File: config.mk
export PLATFORM = sky130hd
export DESIGN_NAME = keyed_watchdog
export DESIGN_NICKNAME = d
export VERILOG_FILES = /design/src/rtl/kwd_pkg.sv /design/src/rtl/kwd_regs.sv /design/src/rtl/kwd_counter.sv /design/src/rtl/kwd_pulse.sv /design/src/rtl/keyed_watchdog.sv
export SDC_FILE = /design/constraint.sdc
export NUM_CORES = 1
export LEC_CHECK = 0
export BUFFER_PORTS_ARGS = -buffer_cell sky130_fd_sc_hd__buf_2
export CAP_MARGIN = 40
export CORE_AREA = 2 2 80 82
export CTS_BUF_LIST = sky130_fd_sc_hd__clkbuf_16
export CTS_CLUSTER_SIZE = 10
export DETAILED_ROUTE_END_ITERATION = 10
export DIE_AREA = 0 0 82 84
export PLACE_DENSITY_LB_ADDON = 0.15
export RECOVER_POWER = 25
export SLEW_MARGIN = 20
export SYNTH_ARGS = -nofsm -noshare
export SYNTH_HDL_FRONTEND = slang
export SYNTH_SLANG_ARGS = --single-unit
File: constraint.sdc
create_clock -name clk -period 3 [get_ports clk]
set_input_delay 0.6 -clock clk [delete_from_list [all_inputs] [get_ports clk]]
set_output_delay 0.6 -clock clk [all_outputs]
set_load 0.1 [all_outputs]
File: src/rtl/kwd_pkg.sv
package kwd_pkg;
    localparam int          DATA_W     = 32;
    localparam int          OFF_W      = 8;
    localparam int          CODE_W     = 4;
    localparam int          ELAPSED_W  = 6;
    localparam logic [OFF_W-1:0] OFF_CTRL = 8'h10;
    localparam logic [OFF_W-1:0] OFF_CFG  = 8'h14;
    localparam logic [OFF_W-1:0] OFF_MODE = 8'h18;
    localparam logic [15:0] WR_KEY      = 16'h16AA;
    localparam logic [12:0] RELOAD_CMD  = 13'h14AF;

    typedef enum logic [1:0] {
        ACT_NONE  = 2'b00,
        ACT_SYSRST = 2'b01,
        ACT_RSV2  = 2'b10,
        ACT_RSV3  = 2'b11
    } action_e;

    typedef struct packed {
        logic              en;
        logic [CODE_W-1:0] code;
        action_e           action;
        logic              flag;
    } ctl_state_t;

    function automatic logic [ELAPSED_W-1:0] code_ticks(input logic [CODE_W-1:0] c);
        int v;
        if (c == '0)            v = 1;
        else if (c <= 4'd6)     v = 2 * int'(c);
        else if (c <= 4'd11)    v = 4 * int'(c) - 12;
        else                    v = 32;
        return ELAPSED_W'(v);
    endfunction
endpackage

File: src/rtl/kwd_regs.sv
module kwd_regs
    import kwd_pkg::*;
(
    input  logic              clk,
    input  logic              rst,
    input  logic              wr_en,
    input  logic              rd_en,
    input  logic [OFF_W-1:0]  addr,
    input  logic [DATA_W-1:0] wdata,
    input  logic              expire,
    output ctl_state_t        st,
    output logic              restart,
    output logic [DATA_W-1:0] rdata
);
    logic keyed, cfg_wr, mode_wr, ctrl_cmd, flag_set, flag_clr;

    assign keyed    = (wdata[31:16] == WR_KEY);
    assign cfg_wr   = wr_en && (addr == OFF_CFG)  && keyed;
    assign mode_wr  = wr_en && (addr == OFF_MODE) && keyed;
    assign ctrl_cmd = wr_en && (addr == OFF_CTRL) && (wdata[12:0] == RELOAD_CMD);
    assign restart  = ctrl_cmd || mode_wr;
    assign flag_set = expire && (st.action != ACT_SYSRST);
    assign flag_clr = cfg_wr && wdata[8];

    always_ff @(posedge clk) begin
        if (rst) begin
            st <= '{en: 1'b0, code: '0, action: ACT_NONE, flag: 1'b0};
        end else begin
            if (mode_wr) begin
                st.en   <= wdata[0];
                st.code <= wdata[7:4];
            end
            if (cfg_wr) st.action <= action_e'(wdata[1:0]);
            if (flag_set)      st.flag <= 1'b1;
            else if (flag_clr) st.flag <= 1'b0;
        end
    end

    always_ff @(posedge clk) begin
        if (rst) begin
            rdata <= '0;
        end else if (rd_en) begin
            unique case (addr)
                OFF_CFG:  rdata <= {23'd0, st.flag, 6'd0, st.action};
                OFF_MODE: rdata <= {24'd0, st.code, 3'd0, st.en};
                default:  rdata <= '0;
            endcase
        end
    end

    p_key_cfg_r2: assert property (@(posedge clk) disable iff (rst)
        (wr_en && addr == OFF_CFG && wdata[31:16] != WR_KEY) |=> $stable(st.action));
    p_key_mode_r2: assert property (@(posedge clk) disable iff (rst)
        (wr_en && addr == OFF_MODE && wdata[31:16] != WR_KEY) |=> ($stable(st.en) && $stable(st.code)));
    p_flag_sticky_r9: assert property (@(posedge clk) disable iff (rst)
        (st.flag && !(wr_en && addr == OFF_CFG && wdata[31:16] == WR_KEY && wdata[8])) |=> st.flag);
endmodule

File: src/rtl/kwd_counter.sv
module kwd_counter
    import kwd_pkg::*;
(
    input  logic              clk,
    input  logic              rst,
    input  logic              en,
    input  logic [CODE_W-1:0] code,
    input  logic              restart,
    input  logic              tick,
    output logic              expire
);
    logic [ELAPSED_W-1:0] elapsed;
    logic [ELAPSED_W-1:0] limit;
    logic [ELAPSED_W:0]   next_cnt;

    assign limit    = code_ticks(code);
    assign next_cnt = {1'b0, elapsed} + 1'b1;
    assign expire   = en && !restart && tick && (next_cnt >= {1'b0, limit});

    always_ff @(posedge clk) begin
        if (rst || !en || restart || expire) elapsed <= '0;
        else if (tick)                       elapsed <= next_cnt[ELAPSED_W-1:0];
    end

    p_elapsed_bound_r4: assert property (@(posedge clk) disable iff (rst)
        en |-> (elapsed < limit));
    p_idle_r10: assert property (@(posedge clk) disable iff (rst)
        (!en && tick) |=> (elapsed == '0));
endmodule

File: src/rtl/kwd_pulse.sv
module kwd_pulse
    import kwd_pkg::*;
#(
    parameter int RST_CYCLES = 16
) (
    input  logic clk,
    input  logic rst,
    input  logic fire,
    output logic active
);
    localparam int LEFT_W = $clog2(RST_CYCLES + 1);
    logic [LEFT_W-1:0] left;

    always_ff @(posedge clk) begin
        if (rst)            left <= '0;
        else if (fire)      left <= LEFT_W'(RST_CYCLES);
        else if (left != 0) left <= left - 1'b1;
    end

    assign active = (left != '0);

    p_start_r8: assert property (@(posedge clk) disable iff (rst)
        fire |=> active);
    p_quiet_r9: assert property (@(posedge clk) disable iff (rst)
        (!fire && !active) |=> !active);
endmodule

File: src/rtl/keyed_watchdog.sv
module keyed_watchdog
    import kwd_pkg::*;
#(
    parameter int RST_CYCLES = 16
) (
    input  logic              clk,
    input  logic              rst,
    input  logic              wr_en,
    input  logic              rd_en,
    input  logic [OFF_W-1:0]  addr,
    input  logic [DATA_W-1:0] wdata,
    output logic [DATA_W-1:0] rdata,
    input  logic              tick,
    output logic              sys_rst_o
);
    ctl_state_t st;
    logic restart, expire, fire;

    kwd_regs u_regs (
        .clk(clk), .rst(rst), .wr_en(wr_en), .rd_en(rd_en), .addr(addr),
        .wdata(wdata), .expire(expire), .st(st), .restart(restart), .rdata(rdata)
    );

    kwd_counter u_cnt (
        .clk(clk), .rst(rst), .en(st.en), .code(st.code),
        .restart(restart), .tick(tick), .expire(expire)
    );

    assign fire = expire && (st.action == ACT_SYSRST);

    kwd_pulse #(.RST_CYCLES(RST_CYCLES)) u_pulse (
        .clk(clk), .rst(rst), .fire(fire), .active(sys_rst_o)
    );

    p_disabled_r10: assert property (@(posedge clk) disable iff (rst)
        (!st.en && !sys_rst_o) |=> !sys_rst_o);
endmodule

==> Word level (Yosys, flattened, before mapping) <==
Index checks and enable logic that the tools add are counted.
{ "word_totals": {"elab_cells": 52, "ram_bits": 0, "latch_bits": 0, "memories": 0, "romBits": 0, "output_inout_bits": 33, "input_bits": 45, "register_bits": 51} }
{ "op_classes": {"n_mux": 8, "reduce_logical": 23, "bitwise": 0, "mul": 0, "n_addsub": 3, "n_lt_le_gt_ge": 3, "n_div": 0, "shift": 0, "n_eq_ne": 7} }
{ "op_table": {"columns": ["cell", "n"], "rows": [
  ["== test 8 x 5 -> 1 bit (second input constant)", 3],
  ["2-to-1 mux 6 bit", 3],
  ["one-hot mux 9 bit (2 select lines)", 1],
  ["== test 16 x 13 -> 1 bit (second input constant)", 1],
  ["== test 13 bit (second input constant)", 1],
  ["logical AND 1 bit", 12],
  ["2-to-1 mux 5 bit", 2],
  ["adder 6 x 1 -> 7 bit (second input constant)", 1],
  [">= comparator 7 x 6 -> 1 bit", 1],
  ["subtractor 6 x 4 -> 6 bit (second input constant)", 1],
  ["nonzero test 5 bit", 1],
  ["subtractor 5 x 1 -> 5 bit (second input constant)", 1],
  ["<= comparator 4 x 3 -> 1 bit (second input constant)", 1],
  ["<= comparator 4 bit (second input constant)", 1],
  ["zero test 4 bit", 1],
  ["logical OR 1 bit", 4],
  ["nonzero test 2 bit", 2],
  ["== test 2 x 1 -> 1 bit (second input constant)", 1],
  ["zero test 1 bit", 2],
  ["2-to-1 mux 1 bit", 2],
  ["inequality test 2 x 1 -> 1 bit (second input constant)", 1],
  ["OR reduction 2 bit", 1]
]} }

==> Longest topological paths before layout <==
Gate-level depths: netlist of the first run.
{ "depth": {"word_depth": 10, "ltp_mapped": 11} }

==> Modules after synthesis <==
From an unflattened synthesis of the first run, not the netlist that was laid out.
{ "unflattened": {"cells_unflattened": 212, "area_unflattened_um2": 1831.8} }
{ "modules_own_cells": {"columns": ["module", "instances", "cells_per_inst", "seq_area_each_um2", "area_each_um2"], "rows": [
  ["kwd_regs", 1, 118, 300.3, 972.2],
  ["kwd_counter", 1, 69, 120.1, 628.1],
  ["kwd_pulse", 1, 24, 100.1, 222.7],
  ["keyed_watchdog", 1, 1, 0.0, 8.8]
]} }

==> Worst setup path before layout of the first run <==
OpenSTA, ideal clock, no wires.
{ "synth_path": {"kind": "register to register", "from": "register, netlist name u_regs.st[3]", "to": "register u_pulse.left[4]", "stages_incl_launch_ff": 12, "period_less_slack_ps": 2543, "slack_ps": 457, "setup_ps": 60, "t_arrival_ps": 2483, "path_cell_list": "dfxtp_1 inv_1 ha_1 nand2b_1 o21ai_0 o32a_1 ha_1 nand2_1 o21ai_0 a41oi_1 nor4bb_1 o31a_1"} }
{ "synth_via": {"elab_chain_len": 8} }
{ "synth_rtl": {"columns": ["element", "line", "source"], "rows": [
  ["subtractor 6 x 4 -> 6 bit or <= comparator 4 bit (tied branches)", "kwd_pkg.sv:30", "else if (c <= 4'd11) v = 4 * int'(c) - 12;"],
  ["2-to-1 mux 6 bit", "kwd_pkg.sv:30", null],
  ["2-to-1 mux 6 bit", "kwd_pkg.sv:29", "else if (c <= 4'd6) v = 2 * int'(c);"],
  ["2-to-1 mux 6 bit (*)", "kwd_pkg.sv:28", "if (c == '0) v = 1;"],
  [">= comparator 7 x 6 -> 1 bit (*)", "kwd_counter.sv:18", "assign expire = en && !restart && tick && (next_cnt >= {1'b0, limit});"],
  ["logical AND 1 bit (*)", "kwd_counter.sv:18", null],
  ["logical AND 1 bit (*)", "keyed_watchdog.sv:29", "assign fire = expire && (st.action == ACT_SYSRST);"],
  ["2-to-1 mux 5 bit or nonzero test 2 bit (tied branches)", null, null],
  ["to (signal assigned)", "kwd_pulse.sv:16", "else if (fire) left <= LEFT_W'(RST_CYCLES);"],
  ["to (signal assigned)", "kwd_pulse.sv:17", "else if (left != 0) left <= left - 1'b1;"],
  ["to (decl)", "kwd_pulse.sv:12", "logic [LEFT_W-1:0] left;"]
]} }
Mark *: on every way between the ends. The rest lies on a longest branch, timed or not.
A chain may end at the register's enable or synchronous reset.

==> Final worst setup path of the first run <==
{ "layout_path": {"from": "register u_cnt.elapsed[0]", "to": "register u_pulse.left[4]"} }
{ "layout_via": {"elab_chain_len": 5} }
{ "layout_rtl": {"columns": ["element", "line", "source"], "rows": [
  ["from (decl)", "kwd_counter.sv:12", "logic [ELAPSED_W-1:0] elapsed;"],
  ["from (signal assigned)", "kwd_counter.sv:22", "else if (tick) elapsed <= next_cnt[ELAPSED_W-1:0];"],
  ["adder 6 x 1 -> 7 bit (*)", "kwd_counter.sv:17", "assign next_cnt = {1'b0, elapsed} + 1'b1;"],
  ["named net u_cnt.next_cnt[4]", "kwd_counter.sv:14", "logic [ELAPSED_W:0] next_cnt;"],
  [">= comparator 7 x 6 -> 1 bit (*)", "kwd_counter.sv:18", null],
  ["logical AND 1 bit (*)", "kwd_counter.sv:18", null],
  ["logical AND 1 bit (*)", "keyed_watchdog.sv:29", null],
  ["2-to-1 mux 5 bit or nonzero test 2 bit (tied branches)", null, null]
]} }
Mark *: on every way through the listed nets, which the timed path passes. The rest lies on a longest branch.

==> results.cfg, run 1 <==
[place]
gp_congestion = 0.7318
dp_hpwl_mm = 3.075
placed_cell_area_mm2 = 0.002048
port-buffer-count = 49
preCtsSetupSlack_ns = 0.1385

[critical_path]
critPathTopFamily = compound AO/OA/AOI/OAI gates
critPathRequiredTime_ns = 3.16
cp.arrival_ns = 2.92
path_max_fanout = 5
setup.worst_path.class = flop to flop
cp-end-kind = flop
critPathBufInv = 1
cp-start-kind = flop
slowest_delay_ns = 0.43
path_cells = ha_1 > nand3_1 > xnor2_1 > ha_1 > a21o_1 > a221o_1 > a41oi_1 > nor4bb_1 > clkbuf_2 > o31a_1
startpoint = u_cnt.elapsed[0]
crit_top_cell = ha_1
timing.rr.start = u_cnt.elapsed[0]
cp_slowest_cell = dfxtp_1

[layout]
register_area_um2 = 520.5
syn2layout_area_growth_pct = 21.16
diodes = 0
multi_input_area_mm2 = 0.001100
fin_area_mm2 = 0.002150
num-fill-cells = 650
final_nets = 322
final_util_pct = 35.26
drive_above_1_share_pct = 21.59

[global_routing]
grt_pass1_vias = 1433
use_met1_pct = 16.12
grtUsageTotal_pct = 12.16
met2_usage_pct = 20.18
use_met3_pct = 1.623
antenna_found_initial = 0
grt_start_max_net_pins = 22
busiest_layer = met2
grt_overflow = 0
grt_pass1_wl_mm = 6.575

[routing]
drc = 0
routedWlPerCell_um = 11.41
drt-total-wl_mm = 3.891
vias_per_cell = 4.481
ant_nets = 0
drt_iter0_markers = 36
drtPass1Iterations = 4
vias = 1528

[clocking]
insertion_delay_ns = 0.26
clockBufferDepth = 2
cts_buffers = 3
post-cts-setup-buffers = 0
path_clk_slew_ns = 0.07
h-tree-depth = 1
ctsResizeCount = 0
cts_tree = yes
root_buffer = clkbuf_16
clock_sinks = 26
holdBufCountCts = 0

[floorplanning]
die-area_mm2 = 0.006888
ios = 78
core.rowCount = 29
coreArea_mm2 = 0.006096
die_h_um = 84
start_util_pct = 29.11
die_w_um = 82

[synthesis]
synth_most_common_cell = dfxtp_1
yosys_warnings = 0
yosysTopAreaCell = dfxtp_1
syn_area_per_cell_um2 = 8.449
synth_cell_types = 41
syn-cell-area_mm2 = 0.001774
async_reset_ff_share_pct = 0
synth_top_area_share_pct = 29.34
synth_edf_count = 0
synth_area_leaders = dfxtp_1 (29%), buf_4 (11%), ha_1 (8.5%)
synth_top_flop_cell = dfxtp_1
seq_area_frac_synth_pct = 29.34
synth_top_cells_by_count = dfxtp_1 (26), buf_4 (25), nor2_1 (24)
syn_inst = 210
synth-seq-cells = 26

[min_path]
holdCritStartpoint = u_regs.rdata[1]
min_path_type = flop to flop

[sta]
timing.fmax_mhz = 362.2
skew_ns = 0.004322
period_share_pct = 92.04
hold_viol = 0
worstMarginPinSlew_ns = 1.172
timing.final.crit_period_ns = 2.761
fin_ws_ns = 0.2389
relSlewSlack_pct = 22.23
setup_viol = 0
rsz0062_at_grt = yes
report.final.slew_viol_count = 0

[power_and_ir_drop]
powerDensity_mw_per_mm2 = 596.1
p_sw_share_pct = 38.94
leakage_nw = 0.9627
p_comb_share_pct = 37.5
p_sw_uw = 499.1
ir_drop_mv = 0.3216
p_clk_share_pct = 31.0
p_int_uw = 782.4
power_frac_seq_pct = 31.5

[run]
maxCapViolCount = 0

[run_status]
status = finished, final reports clean
-- power by group through the flow --
stage	clock [mW]	sequential (mW)	combinational, mW
finish	0.397	0.404	0.481
global route	0.422	0.408	0.520
CTS	0.407	0.403	0.487
detailed placement	0	0.409	0.487
global placement	0	0.410	0.484
floorplan	0	0.405	0.426
-- layer usage --
| metal | vias to the layer above | part of all wire (%) |
|---|---|---|
| met2 | 36 | 49 |
| met1 | 693 | 47 |
| met3 | 2 | 3.9 |
| li1 | 797 | - |
| met4 | 0 | 0.62 |
| met5 | - | 0 |
-- kinds of logic after synthesis --
logic type      Yosys count  synth area share [%]
simple gates             87                 28.84
buf+inv                  40                 13.75
flops                    26                 29.34
compound gates           23                 8.392
fa+ha+maj                12                 8.462
xor+xnor                 12                 5.924
mux                       9                 5.078
other cells               1                0.2114
-- final cells by class --
| type | instances | share of cell area [%] |
|---|---|---|
| multi-input combinational | 168 | 51.16 |
| timing repair buffer | 57 | 13.68 |
| inverter | 9 | 1.572 |
| sequential | 26 | 24.21 |
| tap | 77 | 4.482 |
| clock inverter | 1 | 1.397 |
| clock buffer | 3 | 3.492 |
-- worst register-to-register path, delay by kind of cell (launching register included) --
family	cells	cell delay, ns
adder cells (fa/ha/maj)	2	0.60
buffers and inverters	1	0.16
flip-flops	1	0.43
XOR/XNOR	1	0.15
AO/OA/AOI/OAI	4	1.10
AND/OR/NAND/NOR	2	0.22
-- per-stage QoR --
stage	setup TNS, ns	hold slack [ns]	std cells	total power [mW]
floorplan	0	0.4608	234	0.8313
global placement	0	0.4608	336	0.8946
detailed placement	0	0.4606	336	0.8959
CTS	0	0.4725	340	1.297
global route	-0.002333	0.5047	341	1.351
finish	0	0.4701	341	1.281
-- registers in the layout, summed over array words and instances, names as in the netlist --
signal         flops
u_pulse.left       5
u_regs.rdata       7
u_regs.st          8
u_cnt.elapsed      6
-- worst paths after layout --
| kind | slack, ns | depth (start not counted) | end |
|---|---|---|---|
| worst min register to register | 0.47 | 2 | u_regs.rdata[1] |
| worst max-delay path | 0.24 | 10 | u_pulse.left[4] |
| worst max register to register | 0.24 | 10 | u_pulse.left[4] |
| worst min-delay path | 0.47 | 2 | u_regs.rdata[1] |
-- placed cells by master, fill, tap and decap left out, drive strengths merged, types with 2 or more instances in the layout --
master   instances
a21o             2
nand4bb          2
nor2b            3
nand2            7
clkbuf          11
conb            25
nand3            8
inv              9
nor3b            4
nor4             5
nand4            6
xor2             5
nand2b          10
nor3             4
nand4b           2
dfxtp           26
nand3b           3
or4b             2
a21oi           11
nor2            24
buf             49
xnor2            7
ha              12
o21ai            3
mux2i            9
(Power assumes the default switching activity.)
==> run 2: changes to the inputs <==
--- a/config.mk
+++ b/config.mk
@@ -12,6 +12,7 @@
 export CTS_CLUSTER_SIZE = 10
 export DETAILED_ROUTE_END_ITERATION = 10
 export DIE_AREA = 0 0 82 84
+export MAX_ROUTING_LAYER = met4
 export PLACE_DENSITY_LB_ADDON = 0.15
 export RECOVER_POWER = 25
 export SLEW_MARGIN = 20
==> constraint.sdc (replaced) <==
create_clock -name clk -period 3.52 [get_ports clk]
set_input_delay 0.704 -clock clk [delete_from_list [all_inputs] [get_ports clk]]
set_output_delay 0.704 -clock clk [all_outputs]
set_load 0.1 [all_outputs]
==> results.cfg, run 2 (synthesized netlist as in run 1, its figures left out) <==
[run_status]
status = finished, final reports clean

[sta]
relSlewSlack_pct = 21.88
skew_ns = 0.003238
setup_viol = 0
timing.fmax_mhz = 340.5
report.final.slew_viol_count = 0
rsz0062_at_grt = no
timing.final.crit_period_ns = 2.937
period_share_pct = 83.43
fin_ws_ns = 0.5831
worstMarginPinSlew_ns = 1.177
tns_ns = 0
hold_viol = 0

[power_and_ir_drop]
powerDensity_mw_per_mm2 = 482.1
leakage_nw = 0.9191
ir_drop_mv = 0.3269

[critical_path]
r2r-end = u_pulse.left[4]
cp_slowest_cell = dfxtp_1
crit_top_cell = ha_1
path_cells = inv_1 > ha_1 > nand3b_1 > nor2_1 > a21oi_1 > ha_1 > a21o_1 > a221o_1 > a41oi_1 > nor4bb_1 > buf_4 > o31a_1
path_max_fanout = 8
setup.worst_path.class = flop to flop
ff2ff_setup_slack_ns = 0.58
cp-end-kind = flop
ff2ff_path_depth = 12
cp-start-kind = flop
cp.arrival_ns = 3.09
critPathRequiredTime_ns = 3.67
timing.rr.start = u_regs.st[3]
slowest_delay_ns = 0.47

[clocking]
h-tree-depth = 1
path_clk_slew_ns = 0.06
post-cts-setup-buffers = 0
cts_buffers = 3
clock_sinks = 26
clockBufferDepth = 2
cts_tree = yes
holdBufCountCts = 0
insertion_delay_ns = 0.26
ctsResizeCount = 0
root_buffer = clkbuf_16

[layout]
regMostFlops = u_regs.st
largest_register_ffs = 8
final_nets = 317
final_common_cell = buf_2
drive_above_1_share_pct = 19.38
reg.largest.list = u_regs.st x8, u_regs.rdata x7, u_cnt.elapsed x6
mostFrequentLayoutCells = buf_2 (42), dfxtp_1 (26), conb_1 (25)
instances_no_fill = 335
final_util_pct = 34.13
diodes = 0
syn2layout_area_growth_pct = 17.28

[place]
gp_congestion = 0.7645
dp_cells = 332
preCtsSetupSlack_ns = 0.6108
dp_hpwl_mm = 3.041
port-buffer-count = 49

[floorplanning]
coreArea_mm2 = 0.006096
ios = 78
die-area_mm2 = 0.006888
die_h_um = 84
die_w_um = 82
start_util_pct = 29.11
core.rowCount = 29

[routing]
vias_per_cell = 4.496
drtPass1Iterations = 6
drt-total-wl_mm = 3.784
ant_nets = 0
drt_iter0_markers = 37
vias = 1506
routedWlPerCell_um = 11.30
drc = 0

[global_routing]
grt_pass1_wl_mm = 6.313
grtUsageTotal_pct = 11.90
grt_start_max_net_pins = 22
grt_pass1_vias = 1387
grt_overflow = 0
antenna_found_initial = 0

[min_path]
holdPathEnd = u_regs.rdata[4]
holdPathStages = 2
min_path_type = flop to flop
holdCritStartpoint = u_regs.rdata[4]

[run]
maxCapViolCount = 0
==> run 2: cell count changes in the layout (fill, tap and decap cells not counted) <==
cell,delta
buf_4,-5
bufinv_16,-1
clkbuf_1,+1
clkbuf_2,-1
==> run 2: how the worst max path moves through the flow <==
stage | from | to
finish | u_regs.st[3] | u_pulse.left[4]
global route | u_regs.st[3] | u_cnt.elapsed[5]
CTS | u_regs.st[3] | u_pulse.left[4]
detailed placement | addr[1] | u_pulse.left[4]
global placement | addr[1] | u_pulse.left[4]
floorplan | addr[1] | u_pulse.left[4]
==> run 2: critical path: cells and delay by family (launching register included) <==
family / cells / cell delay (ns)
flip-flops: 1 / 0.47
buffers and inverters: 2 / 0.27
adder cells (fa/ha/maj): 2 / 0.53
AO/OA/AOI/OAI: 5 / 1.16
AND/OR/NAND/NOR: 3 / 0.40
==> run 2: layer usage <==
metal	vias to the layer above	share of wire, %	GRT usage, %
met4	0	0.63	3.636
met3	2	3.7	1.623
met1	684	46	15.23
li1	786	-	-
met2	34	50	19.22
met5	-	0	-
==> run 2: area by class of cell <==
type | instances | area (um2)
Fill cell | 648 | 4015
Sequential cell | 26 | 520.5
Clock buffer | 3 | 75.07
Tap cell | 77 | 96.34
Multi-Input combinational cell | 168 | 1100
Timing Repair Buffer | 52 | 255.2
Inverter | 9 | 33.78
==> run 2: where the power goes <==
part | switching, mW | internal [mW]
Sequential | 0.0206 | 0.322
Combinational | 0.293 | 0.119
Clock | 0.0981 | 0.150
Total | 0.412 | 0.591
==> run 2: per-stage QoR <==
stage	power [mW]	area, um2	hold slack, ns
3_3_place_gp	0.7610	2018	0.4581
4_1_cts	1.018	2093	0.4756
5_1_grt	1.054	2081	0.4994
2_1_floorplan	0.7085	1864	0.4608
6_report	1.003	2081	0.4695
3_5_place_dp	0.7618	2018	0.4621
